==> src/rtl/flash_dw_pkg.sv <==
// Package: shared constants and types for the partition dual-work arbiter.
// Assumes four planes by default; op classes are 3-bit codes.
package flash_dw_pkg;

    localparam int DW_PLANES = 4;

    localparam logic [2:0] OPC_READ   = 3'd0;
    localparam logic [2:0] OPC_PROG   = 3'd1;
    localparam logic [2:0] OPC_BERASE = 3'd2;
    localparam logic [2:0] OPC_CERASE = 3'd3;
    localparam logic [2:0] OPC_OTP    = 3'd4;

    typedef enum logic [2:0] {
        MODE_IDLE   = 3'd0,
        MODE_PROG   = 3'd1,
        MODE_BERASE = 3'd2,
        MODE_CERASE = 3'd3,
        MODE_OTP    = 3'd4
    } part_mode_e;

endpackage

==> src/rtl/dw_plane_map.sv <==
// Module: dw_plane_map
// Maps a plane index to a partition index: bit k of the code is a boundary
// between plane k and plane k+1, so the index is the count of boundaries below.
// Also reports which partition indices exist under the code.
// Assumes N_PLANES >= 2.
module dw_plane_map #(
    parameter  int N_PLANES = flash_dw_pkg::DW_PLANES,
    localparam int PW       = $clog2(N_PLANES),
    localparam int CW       = N_PLANES - 1
) (
    input  logic [CW-1:0]       code,
    input  logic [PW-1:0]       plane,
    output logic [PW-1:0]       part,
    output logic [N_PLANES-1:0] part_present
);

    logic [PW-1:0] idx [N_PLANES];

    // Prefix count of boundaries: plane 0 always lands in partition 0.
    assign idx[0] = '0;

    generate
        for (genvar p = 1; p < N_PLANES; p++) begin : g_prefix
            assign idx[p] = idx[p-1] + PW'(code[p-1]);
        end
        for (genvar i = 0; i < N_PLANES; i++) begin : g_present
            // A partition exists when its index does not exceed the last plane's index.
            assign part_present[i] = (PW'(i) <= idx[N_PLANES-1]);
        end
    endgenerate

    // Select the index belonging to the requested plane.
    assign part = idx[plane];

endmodule

==> src/rtl/dw_cfg_reg.sv <==
// Module: dw_cfg_reg
// Holds the grouping code. Resets to the default implied by where the
// parameter blocks sit; loads only when the admission logic says so.
module dw_cfg_reg #(
    parameter  int N_PLANES         = flash_dw_pkg::DW_PLANES,
    parameter  bit TOP_PARAM_BLOCKS = 1'b1,
    localparam int CW               = N_PLANES - 1,
    localparam logic [CW-1:0] CODE_RST =
        TOP_PARAM_BLOCKS ? CW'(1) << (CW - 1) : CW'(1)
) (
    input  logic          clk,
    input  logic          rst_n,
    input  logic          load,
    input  logic [CW-1:0] new_code,
    output logic [CW-1:0] code
);

    // Code register: default on reset, new value on an admitted write.
    always_ff @(posedge clk) begin
        if (!rst_n)    code <= CODE_RST;
        else if (load) code <= new_code;
    end

endmodule

==> src/rtl/dw_part_modes.sv <==
// Module: dw_part_modes
// Per-partition mode registers. A set writes one partition (or all present
// ones for a full-array erase); a clear from the engine returns all to idle.
// Assumes sets are only issued when every partition is idle.
module dw_part_modes
    import flash_dw_pkg::*;
#(
    parameter  int N_PLANES = DW_PLANES,
    localparam int PW       = $clog2(N_PLANES)
) (
    input  logic                clk,
    input  logic                rst_n,
    input  logic                set_en,
    input  logic                set_all,
    input  logic [PW-1:0]       set_part,
    input  part_mode_e          set_mode,
    input  logic [N_PLANES-1:0] present,
    input  logic                clr,
    output logic [N_PLANES-1:0] busy
);

    part_mode_e          mode [N_PLANES];
    logic [N_PLANES-1:0] single_owner;
    logic [N_PLANES-1:0] chip_erasing;

    generate
        for (genvar i = 0; i < N_PLANES; i++) begin : g_part
            logic hit;
            // Does this partition receive the new mode?
            assign hit = set_all ? present[i] : (set_part == PW'(i));

            // Mode register: a set wins over a clear (sets only happen when idle).
            always_ff @(posedge clk) begin
                if (!rst_n)              mode[i] <= MODE_IDLE;
                else if (set_en && hit)  mode[i] <= set_mode;
                else if (clr)            mode[i] <= MODE_IDLE;
            end

            assign busy[i]         = (mode[i] != MODE_IDLE);
            assign single_owner[i] = (mode[i] == MODE_PROG) || (mode[i] == MODE_BERASE)
                                   || (mode[i] == MODE_OTP);
            assign chip_erasing[i] = (mode[i] == MODE_CERASE);
        end
    endgenerate

    // At most one partition owns the engine for a single-partition write.
    assert_one_writer_R6: assert property (@(posedge clk) disable iff (!rst_n)
        $onehot0(single_owner));

    // A full-array erase covers exactly the partitions that exist.
    assert_chip_erase_all_R8: assert property (@(posedge clk) disable iff (!rst_n)
        (|chip_erasing) |-> (chip_erasing == present));

    // Non-existent partitions never report busy.
    assert_unused_idle_R12: assert property (@(posedge clk) disable iff (!rst_n)
        (busy & ~present) == '0);

    // An engine completion while busy leaves everything idle.
    assert_done_clears_R9: assert property (@(posedge clk) disable iff (!rst_n)
        (clr && (|busy)) |=> (busy == '0));

endmodule

==> src/rtl/dw_admit.sv <==
// Module: dw_admit
// Decides whether a request or grouping write may start, drives the mode-set
// and code-load controls, and registers the accept/reject pulses.
// Assumes requests and grouping writes last one cycle each.
module dw_admit
    import flash_dw_pkg::*;
#(
    parameter  int N_PLANES = DW_PLANES,
    localparam int PW       = $clog2(N_PLANES)
) (
    input  logic                clk,
    input  logic                rst_n,
    input  logic                req_valid,
    input  logic [2:0]          req_op,
    input  logic [PW-1:0]       tgt_part,
    input  logic                cfg_wr,
    input  logic [N_PLANES-1:0] busy,
    output logic                cfg_load,
    output logic                set_en,
    output logic                set_all,
    output part_mode_e          set_mode,
    output logic                accept,
    output logic                reject
);

    logic any_busy;
    logic tgt_busy;
    logic ok;
    logic event_in;

    assign any_busy = |busy;
    assign tgt_busy = busy[tgt_part];
    assign event_in = req_valid || cfg_wr;

    // Admission decision and resulting control strobes.
    always_comb begin
        ok       = 1'b0;
        cfg_load = 1'b0;
        set_en   = 1'b0;
        set_all  = 1'b0;
        set_mode = MODE_IDLE;
        if (req_valid && cfg_wr) begin
            ok = 1'b0;
        end else if (cfg_wr) begin
            ok       = !any_busy;
            cfg_load = ok;
        end else if (req_valid) begin
            case (req_op)
                OPC_READ:   ok = !tgt_busy;
                OPC_PROG: begin
                    ok = !any_busy; set_en = ok; set_mode = MODE_PROG;
                end
                OPC_BERASE: begin
                    ok = !any_busy; set_en = ok; set_mode = MODE_BERASE;
                end
                OPC_OTP: begin
                    ok = !any_busy; set_en = ok; set_mode = MODE_OTP;
                end
                OPC_CERASE: begin
                    ok = !any_busy; set_en = ok; set_all = 1'b1; set_mode = MODE_CERASE;
                end
                default:    ok = 1'b0;
            endcase
        end
    end

    // Registered one-cycle outcome pulses.
    always_ff @(posedge clk) begin
        if (!rst_n) begin
            accept <= 1'b0;
            reject <= 1'b0;
        end else begin
            accept <= event_in && ok;
            reject <= event_in && !ok;
        end
    end

    // Outcome pulses are mutually exclusive.
    assert_pulse_excl_R10: assert property (@(posedge clk) disable iff (!rst_n)
        !(accept && reject));

    // A pulse only follows a presented request.
    assert_pulse_cause_R10: assert property (@(posedge clk) disable iff (!rst_n)
        (accept || reject) |-> $past(event_in));

endmodule

==> src/rtl/flash_dw_arbiter.sv <==
// Module: flash_dw_arbiter (top)
// Maps planes to run-time partitions and admits reads, programs and erases
// against a single shared write engine. Assumes eng_done only follows an
// admitted write.
module flash_dw_arbiter
    import flash_dw_pkg::*;
#(
    parameter  int N_PLANES         = DW_PLANES,
    parameter  bit TOP_PARAM_BLOCKS = 1'b1,
    localparam int PW               = $clog2(N_PLANES),
    localparam int CW               = N_PLANES - 1
) (
    input  logic                clk,
    input  logic                rst_n,
    input  logic                req_valid,
    input  logic [PW-1:0]       req_plane,
    input  logic [2:0]          req_op,
    input  logic                cfg_wr,
    input  logic [CW-1:0]       cfg_code,
    input  logic                eng_done,
    output logic [PW-1:0]       req_part,
    output logic                req_accept,
    output logic                req_reject,
    output logic [N_PLANES-1:0] part_busy
);

    logic [CW-1:0]       code;
    logic [N_PLANES-1:0] present;
    logic                cfg_load;
    logic                set_en;
    logic                set_all;
    part_mode_e          set_mode;

    dw_cfg_reg #(.N_PLANES(N_PLANES), .TOP_PARAM_BLOCKS(TOP_PARAM_BLOCKS)) u_cfg (
        .clk(clk), .rst_n(rst_n), .load(cfg_load), .new_code(cfg_code), .code(code)
    );

    dw_plane_map #(.N_PLANES(N_PLANES)) u_map (
        .code(code), .plane(req_plane), .part(req_part), .part_present(present)
    );

    dw_admit #(.N_PLANES(N_PLANES)) u_admit (
        .clk(clk), .rst_n(rst_n), .req_valid(req_valid), .req_op(req_op),
        .tgt_part(req_part), .cfg_wr(cfg_wr), .busy(part_busy),
        .cfg_load(cfg_load), .set_en(set_en), .set_all(set_all), .set_mode(set_mode),
        .accept(req_accept), .reject(req_reject)
    );

    dw_part_modes #(.N_PLANES(N_PLANES)) u_modes (
        .clk(clk), .rst_n(rst_n), .set_en(set_en), .set_all(set_all),
        .set_part(req_part), .set_mode(set_mode), .present(present),
        .clr(eng_done), .busy(part_busy)
    );

    // The grouping only changes across an edge where nothing was busy.
    assert_cfg_idle_R4: assert property (@(posedge clk) disable iff (!rst_n)
        !$stable(code) |-> ($past(part_busy) == '0));

    // A rejected request leaves the busy state untouched (absent a completion).
    assert_reject_nochange_R7: assert property (@(posedge clk) disable iff (!rst_n)
        (req_reject && !$past(eng_done)) |-> $stable(part_busy));

endmodule

==> config.mk <==
export PLATFORM = sky130hd
export DESIGN_NAME = flash_dw_arbiter
export DESIGN_NICKNAME = d
export VERILOG_FILES = /design/src/rtl/flash_dw_pkg.sv /design/src/rtl/dw_plane_map.sv /design/src/rtl/dw_cfg_reg.sv /design/src/rtl/dw_part_modes.sv /design/src/rtl/dw_admit.sv /design/src/rtl/flash_dw_arbiter.sv
export SDC_FILE = /design/constraint.sdc
export NUM_CORES = 1
export LEC_CHECK = 0
export ABC_AREA = 1
export BUFFER_PORTS_ARGS = -buffer_cell sky130_fd_sc_hd__buf_2
export CAP_MARGIN = 30
export CORE_MARGIN = 1
export CORE_UTILIZATION = 53
export CTS_CLUSTER_DIAMETER = 50
export CTS_CLUSTER_SIZE = 16
export DETAILED_ROUTE_END_ITERATION = 10
export GPL_TIMING_DRIVEN = 0
export PLACE_DENSITY_LB_ADDON = 0.15
export SLEW_MARGIN = 30
export SYNTH_ARGS = -nofsm -noshare
export SYNTH_HDL_FRONTEND = slang
export SYNTH_HIERARCHICAL = 1
export SYNTH_SLANG_ARGS = --single-unit
==> constraint.sdc <==
create_clock -name clk -period 2 [get_ports clk]
set_input_delay 0.2 -clock clk [delete_from_list [all_inputs] [get_ports clk]]
set_output_delay 0.2 -clock clk [all_outputs]
set_load 0.02 [all_outputs]
; After elaboration in Yosys (flattened, before gate mapping)
; Memories as Yosys holds them, arrays and structs flattened.
; Index checks and enable logic that the tools add are counted.
[op_classes]
n_addsub = 2
n_lt_le_gt_ge = 6
eq_ne = 7
n_mux = 61
bitwise_logic = 9
n_reduce_logical = 19
[ops]
columns = op, n
row1 = 1-bit two-way mux, 44
row2 = 3-bit two-way mux, 11
row3 = 3-bit case mux with 4 select lines, 1
row4 = 3-bit nonzero test, 4
row5 = 1-bit bitwise OR, 8
row6 = 4-bit OR reduction, 2
row7 = 1-bit logical AND, 7
row8 = 3-bit by 2-bit == test with 1-bit output (second input constant), 2
row9 = 2-bit binary-select mux with 2-bit select, 1
row10 = 2-bit == test (second input constant), 2
row11 = 1-bit by 2-bit less-or-equal comparator with 1-bit output (first input constant), 2
row12 = 2-bit less-or-equal comparator (first input constant), 2
row13 = 2-bit two-way mux, 2
row14 = 3-bit by 1-bit == test with 1-bit output (second input constant), 1
row15 = 3-bit == test (second input constant), 1
row16 = 3-bit >= comparator (second input constant), 1
row17 = 1-bit logical NOT, 3
row18 = 3-bit logical NOT, 1
row19 = 2-bit by 3-bit less-than comparator with 1-bit output (second input constant), 1
row20 = 2-bit NOT with 3-bit output, 1
row21 = 1-bit by 1-bit adder with 2-bit output, 1
row22 = 2-bit by 1-bit adder with 2-bit output, 1
row23 = 1-bit binary-select mux with 2-bit select, 1
row24 = 2-bit by 1-bit == test with 1-bit output (second input constant), 1
row25 = other kinds (3), 3
[totals]
regBits = 5
ramBits = 12
in_bits = 13
out_inout_bits = 8
word_cells = 108
memories = 1
[mem_list]
columns = name, words, word_bits, read_ports, rd_ports_with_merged_regs, wr, line_no
row1 = u_modes.mode, 4, 3, 4, 0, 4, dw_part_modes.sv:22  ; part_mode_e mode [N_PLANES];

; Logic depth before layout (Yosys ltp)
; Gate-level depths: netlist of the first run.
[logic_depth]
ltp_word = 14
ltp_mapped = 12
ltp_nobuf = 12

; By module
; Netlist of the first run, hierarchy kept.
[by_module_without_submodules]
columns = module, instances, cells_each, area_per_inst_um2, seq_area_each_um2
row1 = dw_part_modes, 1, 64, 576.8, 360.3
row2 = dw_admit, 1, 45, 235.2, 40.0
row3 = dw_cfg_reg, 1, 17, 113.9, 60.1
row4 = dw_plane_map, 1, 21, 111.4, 0.0

; Least setup slack after synthesis of the first run
; Ideal clock, no wire load.
[synth_path]
path_kind = reg2reg
from = register u_cfg.code[0]
to = memory u_modes/mode[2][0] (netlist name) (enable)
setup_ns = 0.262
arrival_ns = 1.918
required_time_ns = 1.738
slack_ns = -0.179
path_stages_with_launch = 9
n_path_buf = 0
period_less_slack_ns = 2.179
cell_sequence = dfxtp_1 fa_1 inv_1 nand2_1 nor2_1 nor2_1 o21ai_0 nand2_1 nand2_1
[synth_lines]
columns = element, line_no
row1 = "start, declared", dw_cfg_reg.sv:15  ; output logic [CW-1:0] code
row2 = "start signal, assigned", dw_cfg_reg.sv:21  ; else if (load) code <= new_code;
row3 = "end, declared", dw_part_modes.sv:22

==> run summary, run 1 <==
The flow ran to the end, and the final reports show no timing, DRC or antenna violations. From synthesis to final layout, the design area changed by 22.9%. Among cell families on the critical path, the largest total delay comes from simple AND/OR/NAND/NOR gates. The count of pins on the block boundary is 21.

For the fraction of the yosys area taken by sequential cells, the log shows 44.4%. Startpoint type of the worst setup path: a register. TritonCTS built the clock tree. For the finished layout, the period the worst path requires is 1930 ps. Setup repair after global routing could not meet its margin everywhere. The clock insertion delay at the later pin of the skew report is 290 ps. For this run, the post-layout net count is 187. The run gives 21 as the count of different cell masters after synthesis. The slowest cell on the critical path is or3_4. The number of CTS-inserted buffers was 3; the first-pass GRT wire length was 3140 um. Summed over all layers, the routed wires come to 2020 um. Across all layers, the routed design uses 963 vias.

The via count of the first global-routing pass is 790, and the number of buffers and inverters on the critical path is 1. For this run, the number of Yosys warnings is 6. The hold violation total from the final report came out at 0. The delay of the slowest cell on the worst path is 410 ps, and the total DRC errors in the routed layout is 0.

In this run the cell area of the synthesized design comes to 0.00104 mm^2. The average wire per standard cell is 10.3 um, and the static power due to leakage is 0.600 nW. Dividing total power by cell area gives a power density of 553 mW/mm^2.

The number of setup violations in the final report was 0. The number of antenna diodes in the final layout is 0. For the number of max-slew violations in the final report, the log shows 0. IR analysis of the VDD net gives a maximum drop of 0.444 mV.

The signal on the critical path passes through or3_4 > nor2_2 > nand2_1 > nor2_2 > nand2_2 > inv_4 > nand2_1 > nor2_2 > nand2_2 > nand2_4. The net count after synthesis came out at 162. The clock net sink count is 17. The cell occurring most often along the worst timing path is nor2_2. STA puts the critical path data required time at 2020 ps.

Count of input and output buffers: 20. Buffers added to address setup during post-CTS repair amount to 0. The detail route stage leaves a number of antenna-violating nets equal to 0.

Counting tap cells, the placed design contains a total of 192 instances. The worst setup path is of the reg -> reg kind. The clock passes through at most 2 buffers. Of the cells placed in the final design, the portion with a size suffix greater than 1 is 33.3%.

The initial antenna violation count came out at 0. The fmax came out at 0.518 GHz. Power comes to 0.000706 W.

For the pin with the worst max-slew slack, the measured transition is 850 ps. The logs give 0.00127 mm^2 for the post-route cell area and 0.00178 mm^2 for the area of the core region. The floorplan step set the die height to 46.2 um.

At the placement stage, the worst setup path has a slack of -37.0 ps. In this run, the number of DRC markers left after iteration 0 of detailed routing was 25. The logs give 10 for the maximum number of pins on one net before global-route repair and 3.22 ps for the final clock skew.

The smallest hold slack was 124 ps. Placement row count: 15. The number of vias per cell was 4.91. The cell sitting at the root of the clock tree is a clkbuf_4. The average footprint of a synthesized cell is 7.06 um^2, and the half-perimeter wire length of the detailed placement result is 1510 um. The total iterations of the first detailed-routing run is 4, and the worst slew margin relative to its limit is 42.8%. The setup slack of the critical path after layout came out at 69.0 ps.

Along the worst path, the maximum fanout reaches 5. For this run the aggregate overflow at the end of global routing stands at 0. From left edge to right edge, the die measures 46.2 um. The die covers 0.00214 mm^2.

After synthesis the netlist holds a flip-flop and latch count of 17. The logs give 0.772 for the global placer's final weighted congestion and 196 for the number of standard cells in the final layout excluding fillers. The period utilization is 96.5%, and the data arrival time of the worst path is 1950 ps. Max-cap violations in this run came to 0.

For this configuration, the core starts out at a cell density of 58.2%. Synthesis produced 147 cells. The overall global routing resource usage is 21.3%, and the post-place instance area is 0.00117 mm^2. The tools report the CTS H-tree depth as 1. The CTS clock-pin slew for the worst setup and hold paths was 90 ps.

The worst setup path is captured at a register. The tightest min-delay check is of the in -> reg type.
-- report_power, final --
group | switching [W] | internal [W]
clock network | 0.000102 | 0.0000777
registers | 0.00000433 | 0.000388
logic | 0.0000825 | 0.0000513
total | 0.000189 | 0.000517
-- state kept, by name, summed over array words and instances, names as in the netlist --
| register | cells |
|---|---|
| u_modes/mode | 12 |
| u_cfg/code | 3 |
| u_admit/reject | 1 |
| u_admit/accept | 1 |
-- final timing paths --
path / slack (ps) / startpoint / end / cells past startpoint
hold / removal: 120 / cfg_code[2] / u_cfg/code[2] / 3
setup / recovery: 70 / u_modes/mode[0][1] / u_modes/mode[2][0] / 10
hold reg to reg: 490 / u_cfg/code[2] / u_cfg/code[2] / 2
setup reg to reg: 70 / u_modes/mode[0][1] / u_modes/mode[2][0] / 10
-- cells in the mapped netlist --
master | number | share of area [%]
inv_2 | 4 | 1.4
nand3_1 | 7 | 3.4
edfxtp_1 | 12 | 35
or3_1 | 4 | 2.4
or2_2 | 1 | 0.60
a21oi_2 | 2 | 1.7
nor3_1 | 3 | 1.4
conb_1 | 1 | 0.36
nor2_1 | 32 | 12
nand2_1 | 38 | 14
o21ai_0 | 3 | 1.4
nand4_1 | 1 | 0.60
fa_1 | 1 | 1.9
ha_1 | 1 | 1.2
dfxtp_1 | 5 | 9.7
nand2_2 | 2 | 1.2
nand3_2 | 1 | 0.97
buf_4 | 1 | 0.72
inv_1 | 25 | 9.0
nor2_2 | 2 | 1.2
nor4_1 | 1 | 0.60
-- final cells by class --
type / instances / area (um^2)
plain buffers: 1 / 7.51
clock buffers: 4 / 26.3
fillers: 165 / 508
inverters: 29 / 111
multi-input cells: 100 / 528
flip-flops and latches: 17 / 464
well taps: 25 / 31.3
repair buffers: 20 / 106
-- cells in the final DEF, fill, tap and decap left out, types with 2 or more instances in the layout --
cell type / instances
a21oi_2: 2
nor2_4: 2
dfxtp_2: 3
nand2_1: 32
inv_1: 23
nor2_2: 5
edfxtp_1: 12
nor2_1: 27
clkbuf_4: 3
nor3_1: 3
nand3_2: 2
inv_2: 5
o21ai_0: 3
or3_4: 4
dfxtp_1: 2
nand3_1: 6
buf_2: 19
nand2_2: 7
-- per-layer routing --
layer / vias to the layer above / track usage, % / wire (um)
met1: 433 / 25.5 / 893
li1: 498 / - / -
met3: 5 / 3.53 / 85
met2: 27 / 35.8 / 990
met5: - / 0 / 0
met4: 0 / 12.4 / 47
-- worst reg2reg max path, cell delays in order (launching register included) --
cell and delay [ps]:
edfxtp_1 400, or3_4 410, nor2_2 130, nand2_1 70, nor2_2 90, nand2_2 90
inv_4 90, nand2_1 80, nor2_2 130, nand2_2 100, nand2_4 90
-- stage by stage --
step                util, %  setup TNS (ps)
floorplan                 -               0
global placement       65.7           -32.6
detailed placement     65.7            -111
CTS                    67.7               0
global route           71.5            -114
finish                 71.5               0
-- cells by family after synthesis --
logic type / count (synthesis) / synth area share (%)
AOI/OAI and AO/OA: 5 / 3.14
other: 1 / 0.362
adders and majority gates: 2 / 3.14
buffers and inverters: 30 / 11.2
DFF: 17 / 44.4
and+or+nand+nor: 92 / 37.8
-- timing repair --
item / 4_1_cts / 5_1_grt
hold buffers: 0 / 0
gates resized for setup: 4 / 22
pin swaps: 0 / 5
setup endpoints to repair: 7 / 23
(Power assumes the default switching activity.)
==> inputs of run 2 (changes only) <==
- CORE_ASPECT_RATIO: default -> 0.6
- CORE_UTILIZATION: 53 -> 25
- clock period: 2 -> 1.8 ns (I/O delays scaled with it)
==> run 2 against run 1 <==
Net effect:
- the run now ends with setup timing left
- cell area increased by 11%
- clock skew about the same
- first-iteration DRC count is 8.0% lower
- largest power group unchanged
- worst setup slack worse by 160 ps
- clock power increased by 59%
- core utilization down 34 points
- routed wire length is 17% higher
- global-route usage is 9.2 points lower
- via count is 1.5% lower
- worst hold slack improved by 13 ps
- critical path depth decreased by 4
- highest routed layer unchanged
==> run summary, run 2 (synthesized netlist as in run 1, its figures left out) <==
The number of standard cells in the final layout excluding fillers is 225 (was 196), and the number of vias per cell is 4.22 (was 4.91). The worst path required time was 1620 ps (was 2020 ps); the number of CTS-inserted buffers was 3 (unchanged). Kind of critical path: reg -> out (was reg -> reg). The launching element of the worst setup path was u_cfg/code[1] (was u_modes/mode[0][1]).

The top register by number of flip-flops is u_modes/mode (unchanged). The most common library cell in the layout ignoring fill and taps was nand2_1 (unchanged). The total DRC errors in the routed layout came out at 0 (unchanged). Category of the worst setup path capture point: an output port (was a register). The CTS clock-pin slew for the worst setup and hold paths is 70 ps (was 90 ps), and the logic gate share of total power is 18.6% (was 19.0%). Via count of the routed design: 949 (was 963). The class of the most critical hold timing path was in -> reg (unchanged).

Initial core utilization: 27.2% (was 58.2%). The tools report the clock root buffer master as clkbuf_8 (was clkbuf_4). Placement row count: 17 (was 15). The maximum number of pins on one net before global-route repair was 10 (unchanged).

The final clock skew was 2.95 ps (was 3.22 ps); the sequential share of power was 49.2% (was 55.6%). The count of input and output buffers is 20 (unchanged). The logs give 250 ps (was 290 ps) for the clock insertion delay at the later pin of the skew report and 17 (unchanged) for the clock net sink count. The aggregate global routing overflow is 0 (unchanged). The instance count after placement with tap cells included is 214 (was 192), and the vertical extent of the die is 51.9 um (was 46.2 um).

The logs give 4 (unchanged) for the total iterations of the first detailed-routing run and 0 (unchanged) for the number of max-cap violations. After layout, the minimum clock period comes to 1890 ps. The tools report the worst IR drop on VDD as 0.235 mV (was 0.444 mV).

The CTS H-tree depth is 1 (unchanged), and the flip-flop count of the largest register after layout is 12 (unchanged). The fmax is 0.529 GHz, and the area of the core region is 0.00381 mm^2 (was 0.00178 mm^2). The overall global routing resource usage is 12.1% (was 21.3%).

The logs give 32.2% (was 25.4%) for the clock power share and 25 (was 0) for the number of setup violations in the final report. The die extent in x is 85.2 um (was 46.2 um). The flow ran to the end, but the final reports show violations. The layout-stage area growth over the synthesis result came out at 35.9% (was 22.9%). The startpoint type of the worst setup path was a register (unchanged).

The first-pass GRT wire length is 4020 um (was 3140 um). The highest fanout seen on the critical path came out at 8 (was 5). The power per cell area works out to 629 mW/mm^2 (was 553 mW/mm^2). The number of max-slew violations in the final report was 0 (unchanged); the fraction of final layout cells sized beyond drive strength 1 was 43.3% (was 33.3%). The number of nets with antenna violations after routing came out at 0 (unchanged). The static power due to leakage is 0.645 nW (was 0.600 nW), and the data arrival time of the worst path is 1710 ps (was 1950 ps). TritonCTS built the clock tree.

Pin slew with the least headroom to its limit: 656 ps (was 850 ps). Largest registers ranked by flip-flop count: u_modes/mode: 12 flops, u_cfg/code: 3 flops (unchanged). The logs give 0 (unchanged) for the initial antenna violation count and 0 (unchanged) for the hold violation total from the final report.

Period utilization: 105%. The tools report the total detailed-routing wirelength as 2370 um (was 2020 um). The net switching share of the total power works out to 26.4% (was 26.7%).

Via count of the first global-routing pass: 932 (was 790). The average wire per standard cell was 10.5 um (was 10.3 um); the half-perimeter wire length of the detailed placement result was 1870 um (was 1510 um). The overall die area was 0.00442 mm^2 (was 0.00214 mm^2). The total inserted antenna cells was 0 (unchanged); the setup slack of the critical path after layout was -91.4 ps (was 69.0 ps). For the number of nets at the end of the flow, the log shows 194 (was 187).

For the number of DRC violations after detailed-routing iteration 0, the log shows 23 (was 25). Hold path startpoint: cfg_code[2] (unchanged). The count of pins on the block boundary was 21 (unchanged); the total power was 0.000887 W (was 0.000706 W).

Most frequent cells in the layout: 26 x nand2_1, 23 x nor2_1, 22 x inv_1 (was 32 x nand2_1, 27 x nor2_1, 23 x inv_1). Setup repair after global routing could not meet its margin everywhere. For the worst slew margin relative to its limit, the log shows 55.9% (was 42.8%). The net switching power was 0.000234 W (was 0.000189 W).

The global placer's final weighted congestion was 0.702 (was 0.772). The number of buffers added to fix hold violations after cts is 0 (unchanged). The cell-internal power was 0.000653 W (was 0.000517 W). Beginning of the worst register-to-register path: u_cfg/code[1] (was u_modes/mode[0][1]). The maximum number of buffers from clock root to sink was 2 (unchanged).

The checks that failed: setup timing.
-- run 2: cell types whose count changed in the layout (fill, tap and decap cells not counted), sizes merged --
cell | before | now
buf | 21 | 28
-- run 2: cell type report --
cell class | count | area [um^2]
inverter | 29 | 111
sequential | 17 | 464
clock buffer | 4 | 45.0
fill | 395 | 2400
multi-input combinational | 100 | 567
tap | 47 | 58.8
buffer | 1 | 7.51
timing repair buffer | 27 | 156
-- run 2: worst paths after layout --
check,endpoint,slack (ps),cells past startpoint
hold / removal,u_cfg/code[2],140,3
setup reg to reg,u_modes/mode[0][1],-80,10
hold reg to reg,u_cfg/code[1],490,2
setup / recovery,req_part[0],-90,6
-- run 2: layer usage --
layer | global-route usage [%] | vias to the layer above | part of all wire, %
li1 | - | 511 | -
met2 | 19.9 | 10 | 44
met5 | 0 | - | 0
met4 | 3.39 | 0 | 0.59
met1 | 15.8 | 426 | 52
met3 | 3.33 | 2 | 3.0
-- run 2: what timing repair did --
action | 4_1_cts | 5_1_grt
gates cloned | 0 | 0
pin swaps | 13 | 7
endpoints found under the setup margin | 27 | 30
buffers inserted | 5 | 2
gates resized for setup | 14 | 12
-- run 2: worst max-delay path, cell delays in order, from the launching register on --
cell     delay [ps]
dfxtp_2         340
fa_1            550
inv_1            50
nand2_1          60
nor2_2           50
nor2_4          210
buf_2           210
-- run 2: stage by stage --
step	area, um^2	setup TNS, ps	util, %	hold WS [ps]	setup slack, ps
6_report	1410	-1420	37.0	137	-91.4
5_1_grt	1410	-4440	37.0	152	-198
4_1_cts	1360	-847	35.7	132	-70.3
3_5_place_dp	1240	-3230	32.5	400	-193
3_3_place_gp	1240	-1860	32.5	393	-126
2_1_floorplan	1080	-113	-	264	-17.9
-- run 2: power groups by stage --
stage / logic [W] / clock network, W / registers, W
after global routing: 0.000184 / 0.000314 / 0.000438
after global placement: 0.000142 / 0 / 0.000444
after floorplan: 0.0000945 / 0 / 0.000446
after detailed placement: 0.000144 / 0 / 0.000445
final: 0.000165 / 0.000285 / 0.000436
after CTS: 0.000159 / 0.000300 / 0.000437
